**src/rtl/bss_pkg.sv**
```systemverilog
package bss_pkg;

  typedef enum logic [1:0] {
    ST_IDLE,
    ST_CAPTURE,
    ST_READOUT
  } seqState_t;

  typedef enum logic [2:0] {
    PH_SELECT,
    PH_RESET,
    PH_REFSAMP,
    PH_SHIFT,
    PH_SIGSAMP,
    PH_RELEASE
  } rdPhase_t;

  typedef struct packed {
    logic loadCap;
    logic loadRd;
    logic slotClr;
    logic slotInc;
    logic rowClr;
    logic rowInc;
    logic xferPulse;
    logic resetPulse;
    logic shiftPulse;
    logic samplePulse;
    logic sampleSig;
    logic rowSelEn;
    logic framePulse;
    logic busy;
  } seqStrobes_t;

endpackage

```
**src/rtl/bss_ctrl.sv**
```systemverilog
module bss_ctrl
  import bss_pkg::*;
(
  input  logic        clk,
  input  logic        rstN,
  input  logic        trainStart,
  input  logic        tick,
  input  logic        slotLast,
  input  logic        rowLast,
  output seqStrobes_t stb,
  output logic        overrun
);

  seqState_t state, stateNext;
  rdPhase_t  phase, phaseNext;

  always_ff @(posedge clk) begin
    if (!rstN) begin
      state   <= ST_IDLE;
      phase   <= PH_SELECT;
      overrun <= 1'b0;
    end else begin
      state   <= stateNext;
      phase   <= phaseNext;
      overrun <= trainStart && (state != ST_IDLE);
    end
  end

  always_comb begin
    stb          = '0;
    stateNext    = state;
    phaseNext    = phase;
    stb.busy     = (state != ST_IDLE);
    stb.rowSelEn = (state == ST_READOUT) && (phase != PH_RELEASE);
    case (state)
      ST_IDLE: begin
        if (trainStart) begin
          stateNext   = ST_CAPTURE;
          stb.loadCap = 1'b1;
          stb.slotClr = 1'b1;
        end
      end
      ST_CAPTURE: begin
        if (tick) begin
          stb.xferPulse = 1'b1;
          if (slotLast) begin
            stateNext   = ST_READOUT;
            phaseNext   = PH_SELECT;
            stb.loadRd  = 1'b1;
            stb.slotClr = 1'b1;
            stb.rowClr  = 1'b1;
          end else begin
            stb.slotInc = 1'b1;
            stb.loadCap = 1'b1;
          end
        end
      end
      ST_READOUT: begin
        if (tick) begin
          stb.loadRd = 1'b1;
          case (phase)
            PH_SELECT: phaseNext = PH_RESET;
            PH_RESET: begin
              stb.resetPulse = 1'b1;
              phaseNext      = PH_REFSAMP;
            end
            PH_REFSAMP: begin
              stb.samplePulse = 1'b1;
              phaseNext       = PH_SHIFT;
            end
            PH_SHIFT: begin
              stb.shiftPulse = 1'b1;
              phaseNext      = PH_SIGSAMP;
            end
            PH_SIGSAMP: begin
              stb.samplePulse = 1'b1;
              stb.sampleSig   = 1'b1;
              if (slotLast) begin
                phaseNext = PH_RELEASE;
              end else begin
                stb.slotInc = 1'b1;
                phaseNext   = PH_SHIFT;
              end
            end
            PH_RELEASE: begin
              if (rowLast) begin
                stb.framePulse = 1'b1;
                stateNext      = ST_IDLE;
              end else begin
                stb.rowInc  = 1'b1;
                stb.slotClr = 1'b1;
              end
              phaseNext = PH_SELECT;
            end
            default: phaseNext = PH_SELECT;
          endcase
        end
      end
      default: stateNext = ST_IDLE;
    endcase
  end

endmodule

```
**src/rtl/bss_datapath.sv**
```systemverilog
module bss_datapath
  import bss_pkg::*;
#(
  parameter int ROWS   = 16,
  parameter int DEPTH  = 5,
  parameter int DIV_W  = 16,
  localparam int ROW_W  = (ROWS  > 1) ? $clog2(ROWS)  : 1,
  localparam int SLOT_W = (DEPTH > 1) ? $clog2(DEPTH) : 1
)(
  input  logic              clk,
  input  logic              rstN,
  input  seqStrobes_t       stb,
  input  logic [DIV_W-1:0]  capDiv,
  input  logic [DIV_W-1:0]  rdDiv,
  output logic              tick,
  output logic              slotLast,
  output logic              rowLast,
  output logic              xferStb,
  output logic [ROWS-1:0]   shiftStb,
  output logic [ROWS-1:0]   rowSel,
  output logic              resetGate,
  output logic              sampleValid,
  output logic              sampleIsSig,
  output logic [ROW_W-1:0]  sampleRow,
  output logic [SLOT_W-1:0] sampleSlot,
  output logic              frameDone,
  output logic              busy
);

  logic [DIV_W-1:0]  timerCnt;
  logic [DIV_W-1:0]  capReload, rdReload;
  logic [SLOT_W-1:0] slotCnt;
  logic [ROW_W-1:0]  rowCnt;

  assign capReload = (capDiv == '0) ? '0 : capDiv - DIV_W'(1);
  assign rdReload  = (rdDiv  == '0) ? '0 : rdDiv  - DIV_W'(1);

  always_ff @(posedge clk) begin
    if (!rstN) begin
      timerCnt <= '0;
    end else if (stb.loadCap) begin
      timerCnt <= capReload;
    end else if (stb.loadRd) begin
      timerCnt <= rdReload;
    end else if (timerCnt != '0) begin
      timerCnt <= timerCnt - DIV_W'(1);
    end
  end

  always_ff @(posedge clk) begin
    if (!rstN) begin
      slotCnt <= '0;
      rowCnt  <= '0;
    end else begin
      if (stb.slotClr)      slotCnt <= '0;
      else if (stb.slotInc) slotCnt <= slotCnt + SLOT_W'(1);
      if (stb.rowClr)       rowCnt  <= '0;
      else if (stb.rowInc)  rowCnt  <= rowCnt + ROW_W'(1);
    end
  end

  assign tick     = (timerCnt == '0);
  assign slotLast = (slotCnt == SLOT_W'(DEPTH - 1));
  assign rowLast  = (rowCnt  == ROW_W'(ROWS - 1));

  for (genvar r = 0; r < ROWS; r++) begin : g_row
    logic isCur;
    assign isCur       = (rowCnt == ROW_W'(r));
    assign rowSel[r]   = stb.rowSelEn && isCur;
    assign shiftStb[r] = stb.xferPulse || (stb.shiftPulse && isCur);
  end

  assign xferStb     = stb.xferPulse;
  assign resetGate   = stb.resetPulse;
  assign sampleValid = stb.samplePulse;
  assign sampleIsSig = stb.sampleSig;
  assign sampleRow   = rowCnt;
  assign sampleSlot  = slotCnt;
  assign frameDone   = stb.framePulse;
  assign busy        = stb.busy;

endmodule

```
**src/rtl/burst_store_seq.sv**
```systemverilog
module burst_store_seq
  import bss_pkg::*;
#(
  parameter int ROWS   = 16,
  parameter int DEPTH  = 5,
  parameter int DIV_W  = 16,
  localparam int ROW_W  = (ROWS  > 1) ? $clog2(ROWS)  : 1,
  localparam int SLOT_W = (DEPTH > 1) ? $clog2(DEPTH) : 1
)(
  input  logic              clk,
  input  logic              rstN,
  input  logic              trainStart,
  input  logic [DIV_W-1:0]  capDiv,
  input  logic [DIV_W-1:0]  rdDiv,
  output logic              xferStb,
  output logic [ROWS-1:0]   shiftStb,
  output logic [ROWS-1:0]   rowSel,
  output logic              resetGate,
  output logic              sampleValid,
  output logic              sampleIsSig,
  output logic [ROW_W-1:0]  sampleRow,
  output logic [SLOT_W-1:0] sampleSlot,
  output logic              frameDone,
  output logic              busy,
  output logic              overrun
);

  seqStrobes_t stb;
  logic        tick, slotLast, rowLast;

  bss_ctrl u_ctrl (
    .clk        (clk),
    .rstN       (rstN),
    .trainStart (trainStart),
    .tick       (tick),
    .slotLast   (slotLast),
    .rowLast    (rowLast),
    .stb        (stb),
    .overrun    (overrun)
  );

  bss_datapath #(.ROWS(ROWS), .DEPTH(DEPTH), .DIV_W(DIV_W)) u_dp (
    .clk         (clk),
    .rstN        (rstN),
    .stb         (stb),
    .capDiv      (capDiv),
    .rdDiv       (rdDiv),
    .tick        (tick),
    .slotLast    (slotLast),
    .rowLast     (rowLast),
    .xferStb     (xferStb),
    .shiftStb    (shiftStb),
    .rowSel      (rowSel),
    .resetGate   (resetGate),
    .sampleValid (sampleValid),
    .sampleIsSig (sampleIsSig),
    .sampleRow   (sampleRow),
    .sampleSlot  (sampleSlot),
    .frameDone   (frameDone),
    .busy        (busy)
  );

endmodule

```
**config.mk**
```make
export PLATFORM = sky130hd
export DESIGN_NAME = burst_store_seq
export DESIGN_NICKNAME = d
export VERILOG_FILES = /design/src/rtl/bss_pkg.sv /design/src/rtl/bss_ctrl.sv /design/src/rtl/bss_datapath.sv /design/src/rtl/burst_store_seq.sv
export SDC_FILE = /design/constraint.sdc
export NUM_CORES = 1
export LEC_CHECK = 0
export BUFFER_PORTS_ARGS = -buffer_cell sky130_fd_sc_hd__buf_2
export CELL_PAD_IN_SITES_DETAIL_PLACEMENT = 1
export CELL_PAD_IN_SITES_GLOBAL_PLACEMENT = 1
export CORE_ASPECT_RATIO = 1.75
export CORE_MARGIN = 3
export CORE_UTILIZATION = 34
export CTS_CLUSTER_SIZE = 25
export DETAILED_ROUTE_END_ITERATION = 7
export PLACE_DENSITY = 0.87
export SLEW_MARGIN = 20
export SYNTH_ARGS = -nofsm -noshare
export SYNTH_HDL_FRONTEND = slang
export SYNTH_SLANG_ARGS = --single-unit
export TNS_END_PERCENT = 100
```
**constraint.sdc**
```tcl
create_clock -name clk -period 2.1 [get_ports clk]
set_input_delay 0.42 -clock clk [delete_from_list [all_inputs] [get_ports clk]]
set_output_delay 0.42 -clock clk [all_outputs]
set_load 0.02 [all_outputs]
```
==> flow_results.xml, run 1 <==
<?xml version="1.0" encoding="UTF-8"?>
<metrics>
  <group name="logic_synthesis">
    <metric name="syn-instance-count" unit="">398</metric>
    <metric name="ys_types" unit="">55</metric>
    <metric name="syn-cell-area" unit="um^2">2910</metric>
    <metric name="warnings_synthesis" unit="">0</metric>
    <metric name="postSynthNetCount" unit="">448</metric>
    <metric name="postSynth.topFlopCell" unit="">dfxtp_1</metric>
    <metric name="postSynthRegisterBits" unit="">29</metric>
    <metric name="synth_enable_flop_cells" unit="">0</metric>
    <metric name="fraction_of_the_yosys_area_taken_by_sequential_cells" unit="">0.199</metric>
    <metric name="synth_area_per_cell" unit="um^2">7.32</metric>
    <metric name="asyncSetResetFlopFracSynth" unit="">0</metric>
  </group>
  <group name="outcome">
    <metric name="status" unit="">finished with violations</metric>
    <metric name="failed_checks" unit="">setup timing</metric>
  </group>
  <group name="clocking">
    <metric name="cts-buffers-inserted" unit="">5</metric>
    <metric name="clock_tree_from_tritoncts" unit="">done</metric>
    <metric name="clock_sink_count" unit="">29</metric>
    <metric name="clock-root-buffer" unit="">clkbuf_16</metric>
    <metric name="h_tree_lvls" unit="">2</metric>
    <metric name="cts.path.max_buffers" unit="">2</metric>
    <metric name="cts.reportedPaths.clkPinSlew" unit="ns">0.05</metric>
    <metric name="clock_latency" unit="ns">0.30</metric>
    <metric name="cts-hold-fix-buffers" unit="">0</metric>
  </group>
  <group name="pwr">
    <metric name="p_total" unit="W">0.00384</metric>
    <metric name="pwr_density_cell" unit="nW/um^2">702</metric>
    <metric name="total_leakage_power" unit="nW">2.31</metric>
    <metric name="max-vdd-ir-drop" unit="uV">410</metric>
  </group>
  <group name="placement">
    <metric name="place_worst_setup_slack" unit="ns">-0.263</metric>
    <metric name="gp_congestion" unit="">0.916</metric>
    <metric name="port_buffers" unit="">80</metric>
    <metric name="placedInstanceArea" unit="um^2">4320</metric>
    <metric name="place_hpwl" unit="mm">10.8</metric>
  </group>
  <group name="floorplanning">
    <metric name="num_rows" unit="">44</metric>
    <metric name="i_o_pin_total" unit="">81</metric>
    <metric name="floorplan.initialDensity" unit="">0.350</metric>
    <metric name="core_footprint" unit="um^2">8310</metric>
    <metric name="fp.dieArea" unit="um^2">9760</metric>
    <metric name="chipHeight" unit="um">128</metric>
    <metric name="die_w" unit="um">76.0</metric>
  </group>
  <group name="worst_hold_path">
    <metric name="min_path_type" unit="">in2reg</metric>
    <metric name="hold_start" unit="">trainStart</metric>
  </group>
  <group name="timing">
    <metric name="timing.fmax" unit="MHz">372</metric>
    <metric name="tns" unit="ns">-21.88</metric>
    <metric name="finalSetupViolCount" unit="">52</metric>
    <metric name="final.setup_skew" unit="ns">0.00253</metric>
    <metric name="finalMaxSlewViolations" unit="">0</metric>
    <metric name="finalWorstPathRequiredPeriod" unit="ns">2.69</metric>
    <metric name="finalCritPeriodShare" unit="">1.28</metric>
    <metric name="tightest_slew" unit="ns">0.768</metric>
    <metric name="setup_slack" unit="ns">-0.589</metric>
    <metric name="rsz0062_at_grt" unit="">true</metric>
    <metric name="finalHoldViolations" unit="">0</metric>
    <metric name="headroom_to_the_max_slew_limit" unit="">0.475</metric>
  </group>
  <group name="critical_path">
    <metric name="crit_path_kind" unit="">reg2out</metric>
    <metric name="data_required_time_at_the_worst_endpoint" unit="ns">1.68</metric>
    <metric name="timing.rr.start" unit="">u_dp.timerCnt[9]</metric>
    <metric name="startpoint_type" unit="">flip-flop</metric>
    <metric name="cp_data_arrival_time" unit="ns">2.27</metric>
    <metric name="worst-path-max-fanout" unit="">4</metric>
    <metric name="end_kind" unit="">primary output</metric>
    <metric name="worst_setup_path_startpoint" unit="">u_dp.timerCnt[9]</metric>
  </group>
  <group name="finish">
    <metric name="finalCoreUtilization" unit="">0.659</metric>
    <metric name="multi_input_comb_area" unit="um^2">2860</metric>
    <metric name="antenna_cells" unit="">0</metric>
    <metric name="design_area" unit="um^2">5480</metric>
    <metric name="syn_to_final_growth" unit="%">88.0</metric>
    <metric name="regArea" unit="um^2">588</metric>
    <metric name="total_number_of_nets_in_the_final_design" unit="">650</metric>
    <metric name="final_layout_size_suffix_gt1_frac" unit="">0.534</metric>
    <metric name="final.fill_count" unit="">955</metric>
  </group>
  <group name="global_route">
    <metric name="grt_antenna_before_repair" unit="">0</metric>
    <metric name="grt_first_pass_wirelength" unit="mm">28.5</metric>
    <metric name="pin_count_of_the_biggest_net_entering_global_routing" unit="">11</metric>
    <metric name="vias_in_the_first_global_route" unit="">5016</metric>
    <metric name="global_route_usage_sum" unit="">0.390</metric>
    <metric name="grt.overflow.total" unit="">0</metric>
  </group>
  <group name="detailed_routing">
    <metric name="vias_per_cell" unit="">6.45</metric>
    <metric name="drt_first_pass_iters" unit="">5</metric>
    <metric name="detail_route.drc_violations" unit="">0</metric>
    <metric name="wire_per_inst" unit="um">28.8</metric>
    <metric name="wirelength" unit="mm">20.6</metric>
    <metric name="postRouteAntennaNets" unit="">0</metric>
    <metric name="detailedRoute.firstIterationViolations" unit="">363</metric>
    <metric name="route.vias.total" unit="">4617</metric>
  </group>
  <group name="flow_run">
    <metric name="max_cap_viols" unit="">0</metric>
  </group>
</metrics>
critical path, stage by stage (launching register included):
cell and delay, ns:
dfxtp_1 0.35, nor4_4 0.39, and4b_2 0.35, nand3_4 0.10
nor2_4 0.17, buf_4 0.16, nand2_4 0.12, o21ai_4 0.19
buf_6 0.14
cells by family after synthesis:
group                    Yosys count  share of synthesized area
AO/OA/AOI/OAI                     90                      0.208
buffers and inverters             33                     0.0503
AND/OR/NAND/NOR                  190                      0.351
adder cells (fa/ha/maj)           15                     0.0644
multiplexers                       5                     0.0185
flip-flops                        29                      0.199
XOR/XNOR                          36                      0.108
per-layer routing:
layer | wire length, um | global-route usage | vias to the layer above | share of wire
met1 | 5860 | 0.302 | 2189 | 0.28
met4 | 2790 | 0.417 | 0 | 0.14
met2 | 10600 | 0.741 | 377 | 0.51
met3 | 1360 | 0.100 | 206 | 0.066
met5 | 0 | 0 | - | 0
li1 | - | - | 1845 | -
sequential cells by signal (all words and copies together) (netlist names):
signal and count:
u_ctrl.state 2, u_dp.timerCnt 16, u_ctrl.phase 3, u_dp.sampleRow 4, u_dp.sampleSlot 3, u_ctrl.overrun 1
stage by stage:
| step | hold WS, ns | instances |
|---|---|---|
| 2_1_floorplan | 0.470 | 398 |
| 3_3_place_gp | 0.582 | 671 |
| 3_5_place_dp | 0.606 | 671 |
| 4_1_cts | 0.426 | 708 |
| 5_1_grt | 0.462 | 716 |
| 6_report | 0.451 | 716 |
path summary, 6_finish.rpt:
kind	slack, ns	end	cells after the start
setup / recovery	-0.59	shiftStb[9]	8
hold / removal	0.45	u_ctrl.overrun	2
hold reg to reg	0.66	u_dp.sampleSlot[1]	4
setup reg to reg	-0.57	u_ctrl.state[1]	13
power breakdown:
group / total (W) / switching (W) / internal (W)
Sequential: 0.000790 / 0.000141 / 0.000649
Clock: 0.000787 / 0.000286 / 0.000502
Combinational: 0.00227 / 0.00129 / 0.000976
Total: 0.00384 / 0.00172 / 0.00213
cell usage after synthesis (all sizes together) (4+ instances only):
| cell type | number | area [um^2] |
|---|---|---|
| buf | 6 | 45.0 |
| o22ai | 8 | 50.1 |
| a21oi | 15 | 75.1 |
| nand4 | 4 | 25.0 |
| o31ai | 6 | 45.0 |
| dfxtp | 29 | 581 |
| or4 | 9 | 67.6 |
| nor3 | 18 | 95.1 |
| nand2 | 43 | 161 |
| ha | 15 | 188 |
| nor4 | 10 | 96.4 |
| inv | 19 | 71.3 |
| nand3 | 11 | 55.1 |
| and2 | 12 | 75.1 |
| o21ai | 31 | 155 |
| xnor2 | 22 | 193 |
| nor2 | 48 | 180 |
| nand2b | 4 | 25.0 |
| and3 | 9 | 56.3 |
| nor2b | 7 | 43.8 |
| xor2 | 14 | 123 |
| o211ai | 9 | 67.6 |
| clkbuf | 8 | 30.0 |
cell usage in the layout (no fill, tap or decap), types with 5 or more instances in the layout:
master / n
inv_1: 15
nor2_4: 9
a21oi_1: 8
xnor2_1: 21
nor3_4: 5
nand2_1: 35
nor3_1: 11
dfxtp_1: 23
or4_1: 7
nor2_1: 35
buf_4: 114
o211ai_1: 9
and2_1: 11
nand3_1: 9
nor4_1: 6
a21oi_2: 7
xor2_1: 14
buf_2: 53
and3_1: 9
clkbuf_16: 5
nor2b_1: 7
dfxtp_2: 6
buf_6: 35
o22ai_1: 5
o21ai_0: 9
ha_1: 10
o21ai_4: 15
final cells by class:
| class | count | area share |
|---|---|---|
| Multi-Input combinational cell | 336 | 0.523 |
| Timing Repair Buffer | 209 | 0.301 |
| Sequential cell | 29 | 0.107 |
| Clock buffer | 7 | 0.0279 |
| Tap cell | 115 | 0.0263 |
| Inverter | 19 | 0.0137 |
| Clock inverter | 1 | 0.000914 |
timing repair:
item,in CTS,in global routing
resized for setup,136,39
setup endpoints to repair,65,64
cloned,1,0
pin swaps,52,25
buffers inserted,28,8
Note: power is estimated with default switching activity, not from simulation.
==> run 2: changes to the inputs <==
--- a/config.mk
+++ b/config.mk
@@ -5,15 +5,18 @@
 export SDC_FILE = /design/constraint.sdc
 export NUM_CORES = 1
 export LEC_CHECK = 0
+export ABC_AREA = 1
 export BUFFER_PORTS_ARGS = -buffer_cell sky130_fd_sc_hd__buf_2
 export CELL_PAD_IN_SITES_DETAIL_PLACEMENT = 1
 export CELL_PAD_IN_SITES_GLOBAL_PLACEMENT = 1
 export CORE_ASPECT_RATIO = 1.75
 export CORE_MARGIN = 3
-export CORE_UTILIZATION = 34
+export CORE_UTILIZATION = 33
+export CTS_CLUSTER_DIAMETER = 80
 export CTS_CLUSTER_SIZE = 25
 export DETAILED_ROUTE_END_ITERATION = 7
-export PLACE_DENSITY = 0.87
+export GPL_ROUTABILITY_DRIVEN = 0
+export PLACE_DENSITY = 0.88
 export SLEW_MARGIN = 20
 export SYNTH_ARGS = -nofsm -noshare
 export SYNTH_HDL_FRONTEND = slang
==> run 2 against run 1 <==
Global-route usage down 14 points. Sequential power up 32%. Utilization down 17 points. Count of clock-buffer cells in the layout down 2. Cell area down 11%. The run still ends with setup timing left. Flip-flop and latch count unchanged. Synthesized cell count up 47%.
==> flow_results.xml, run 2 <==
<?xml version="1.0" encoding="UTF-8"?>
<metrics>
  <group name="pwr">
    <metric name="p_total" unit="W">0.00610</metric>
    <metric name="pwr_density_cell" unit="nW/um^2">1250</metric>
    <metric name="max-vdd-ir-drop" unit="uV">689</metric>
    <metric name="total_leakage_power" unit="nW">2.31</metric>
  </group>
  <group name="placement">
    <metric name="port_buffers" unit="">80</metric>
    <metric name="place_hpwl" unit="mm">10.2</metric>
  </group>
  <group name="logic_synthesis">
    <metric name="yosysMostFrequentCell" unit="">nand2_1</metric>
    <metric name="synth_area_per_cell" unit="um^2">5.72</metric>
    <metric name="synth_enable_flop_cells" unit="">0</metric>
    <metric name="syn-instance-count" unit="">586</metric>
    <metric name="asyncSetResetFlopFracSynth" unit="">0</metric>
    <metric name="warnings_synthesis" unit="">0</metric>
    <metric name="postSynthNetCount" unit="">636</metric>
    <metric name="synth_top_cells_by_area" unit="">dfxtp_1, nand2_1, nand3_1</metric>
    <metric name="postSynth.topFlopCell" unit="">dfxtp_1</metric>
    <metric name="ys_types" unit="">32</metric>
    <metric name="synth_largest_type_area_fraction" unit="">0.173</metric>
    <metric name="synth.largest_area_cell" unit="">dfxtp_1</metric>
    <metric name="netlist_top_cells_count" unit="">nand2_1, nor2_1, nand3_1, inv_1, dfxtp_1</metric>
    <metric name="postSynthRegisterBits" unit="">29</metric>
    <metric name="syn-cell-area" unit="um^2">3350</metric>
    <metric name="fraction_of_the_yosys_area_taken_by_sequential_cells" unit="">0.173</metric>
  </group>
  <group name="clocking">
    <metric name="cts-buffers-inserted" unit="">5</metric>
    <metric name="cts.path.max_buffers" unit="">2</metric>
    <metric name="clock_tree_from_tritoncts" unit="">done</metric>
    <metric name="cts.reportedPaths.clkPinSlew" unit="ns">0.05</metric>
    <metric name="clock_sink_count" unit="">29</metric>
    <metric name="clock_latency" unit="ns">0.29</metric>
    <metric name="clock-root-buffer" unit="">clkbuf_16</metric>
    <metric name="h_tree_lvls" unit="">2</metric>
  </group>
  <group name="critical_path">
    <metric name="cp_data_arrival_time" unit="ns">1.86</metric>
    <metric name="worst-path-max-fanout" unit="">5</metric>
    <metric name="crit_path_kind" unit="">reg2out</metric>
    <metric name="startpoint_type" unit="">flip-flop</metric>
    <metric name="data_required_time_at_the_worst_endpoint" unit="ns">1.68</metric>
    <metric name="minimum_setup_slack_among_reg_to_reg_paths" unit="ns">-0.12</metric>
    <metric name="end_kind" unit="">primary output</metric>
  </group>
  <group name="outcome">
    <metric name="status" unit="">finished with violations</metric>
    <metric name="failed_checks" unit="">setup timing</metric>
  </group>
  <group name="timing">
    <metric name="rsz0062_at_grt" unit="">true</metric>
    <metric name="finalMaxSlewViolations" unit="">0</metric>
    <metric name="finalCritPeriodShare" unit="">1.09</metric>
    <metric name="timing.fmax" unit="MHz">438</metric>
    <metric name="tns" unit="ns">-2.73</metric>
    <metric name="tightest_slew" unit="ns">0.481</metric>
    <metric name="finalWorstPathRequiredPeriod" unit="ns">2.28</metric>
    <metric name="setup_slack" unit="ns">-0.185</metric>
    <metric name="finalSetupViolCount" unit="">43</metric>
    <metric name="finalHoldViolations" unit="">0</metric>
    <metric name="final.setup_skew" unit="ns">0.00325</metric>
    <metric name="headroom_to_the_max_slew_limit" unit="">0.677</metric>
  </group>
  <group name="global_route">
    <metric name="global_route_usage_sum" unit="">0.253</metric>
    <metric name="grt_first_pass_wirelength" unit="mm">22.5</metric>
    <metric name="grt.overflow.total" unit="">0</metric>
    <metric name="vias_in_the_first_global_route" unit="">4824</metric>
    <metric name="grt_antenna_before_repair" unit="">0</metric>
    <metric name="pin_count_of_the_biggest_net_entering_global_routing" unit="">28</metric>
  </group>
  <group name="detailed_routing">
    <metric name="postRouteAntennaNets" unit="">0</metric>
    <metric name="route.vias.total" unit="">4748</metric>
    <metric name="drt_first_pass_iters" unit="">4</metric>
    <metric name="wire_per_inst" unit="um">21.8</metric>
    <metric name="vias_per_cell" unit="">5.71</metric>
    <metric name="detail_route.drc_violations" unit="">0</metric>
    <metric name="detailedRoute.firstIterationViolations" unit="">279</metric>
    <metric name="wirelength" unit="mm">18.1</metric>
  </group>
  <group name="floorplanning">
    <metric name="chipHeight" unit="um">139</metric>
    <metric name="fp.dieArea" unit="um^2">11400</metric>
    <metric name="die_w" unit="um">82.2</metric>
    <metric name="num_rows" unit="">48</metric>
    <metric name="i_o_pin_total" unit="">81</metric>
    <metric name="floorplan.initialDensity" unit="">0.338</metric>
    <metric name="core_footprint" unit="um^2">9910</metric>
  </group>
  <group name="worst_hold_path">
    <metric name="min_path_type" unit="">in2reg</metric>
  </group>
  <group name="finish">
    <metric name="final_layout_size_suffix_gt1_frac" unit="">0.337</metric>
    <metric name="largest_register_ffs" unit="">16</metric>
    <metric name="final_common_cell" unit="">nand2_1</metric>
    <metric name="antenna_cells" unit="">0</metric>
    <metric name="syn_to_final_growth" unit="%">45.3</metric>
    <metric name="final_cell_mix" unit="">nand2_1, nor2_1, nand3_1, inv_1, buf_2</metric>
    <metric name="final.fill_count" unit="">1331</metric>
    <metric name="regMostFlops" unit="">u_dp.timerCnt</metric>
    <metric name="total_number_of_nets_in_the_final_design" unit="">755</metric>
  </group>
  <group name="flow_run">
    <metric name="max_cap_viols" unit="">0</metric>
  </group>
</metrics>
[run 2: metal layers]
layer / GRT usage / share of wire / vias up
met4: 0.235 / 0.11 / 0
met5: 0 / 0 / -
met1: 0.205 / 0.29 / 2231
li1: - / - / 2120
met2: 0.475 / 0.53 / 255
met3: 0.0395 / 0.066 / 142
[run 2: what timing repair did]
action	CTS	global route
pin swaps	12	14
hold buffers	0	0
cloned	3	6
setup buffers	18	8
setup endpoints to repair	36	58
resized for setup	44	107
[run 2: critical path, cell delays in order, from the launching register on]
cell	delay, ns
dfxtp_1	0.41
nor2_2	0.18
nand2_2	0.09
nor2_4	0.12
nand2_4	0.07
inv_4	0.06
nand3_4	0.10
buf_6	0.18
o21ai_4	0.20
buf_6	0.15
[run 2: path summary, 6_finish.rpt]
| check | depth (start not counted) | startpoint | to |
|---|---|---|---|
| max reg2reg | 10 | u_dp.timerCnt[3] | u_dp.timerCnt[0] |
| max | 9 | u_dp.timerCnt[3] | shiftStb[13] |
| min | 3 | trainStart | u_ctrl.overrun |
| min reg2reg | 2 | u_dp.sampleRow[0] | u_dp.sampleRow[0] |
[run 2: logic make-up after synthesis]
kind of cell / count (synthesis) / share of synthesized area
compound gates: 72 / 0.124
flops: 29 / 0.173
simple gates: 356 / 0.469
buf+inv: 87 / 0.106
fa+ha+maj: 15 / 0.0560
xor+xnor: 27 / 0.0706
[run 2: area by class of cell]
class	instances	area (um^2)	share of cell area
clock buffer	5	125	0.0257
clock inverter	3	17.5	0.00360
inverter	71	269	0.0552
multi-input combinational	474	2810	0.576
sequential	29	596	0.122
tap	125	156	0.0321
timing repair buffer	123	893	0.183
timing repair inverter	1	7.51	0.00154
[run 2: stage by stage]
step / util / instance area, um^2 / cells / hold WS (ns) / setup slack, ns
floorplan: - / 3350 / 586 / 0.482 / -0.119
global placement: 0.398 / 3940 / 788 / 0.510 / 0.139
detailed placement: 0.398 / 3940 / 788 / 0.533 / 0.0182
CTS: 0.440 / 4360 / 817 / 0.379 / 0.00144
global route: 0.491 / 4870 / 831 / 0.411 / -0.266
finish: 0.491 / 4870 / 831 / 0.395 / -0.185
[run 2: power by group]
| group | switching (W) | internal [W] | leakage, nW |
|---|---|---|---|
| Combinational | 0.00272 | 0.00162 | 2.00 |
| Clock | 0.000287 | 0.000434 | 0.0696 |
| Sequential | 0.000277 | 0.000763 | 0.242 |
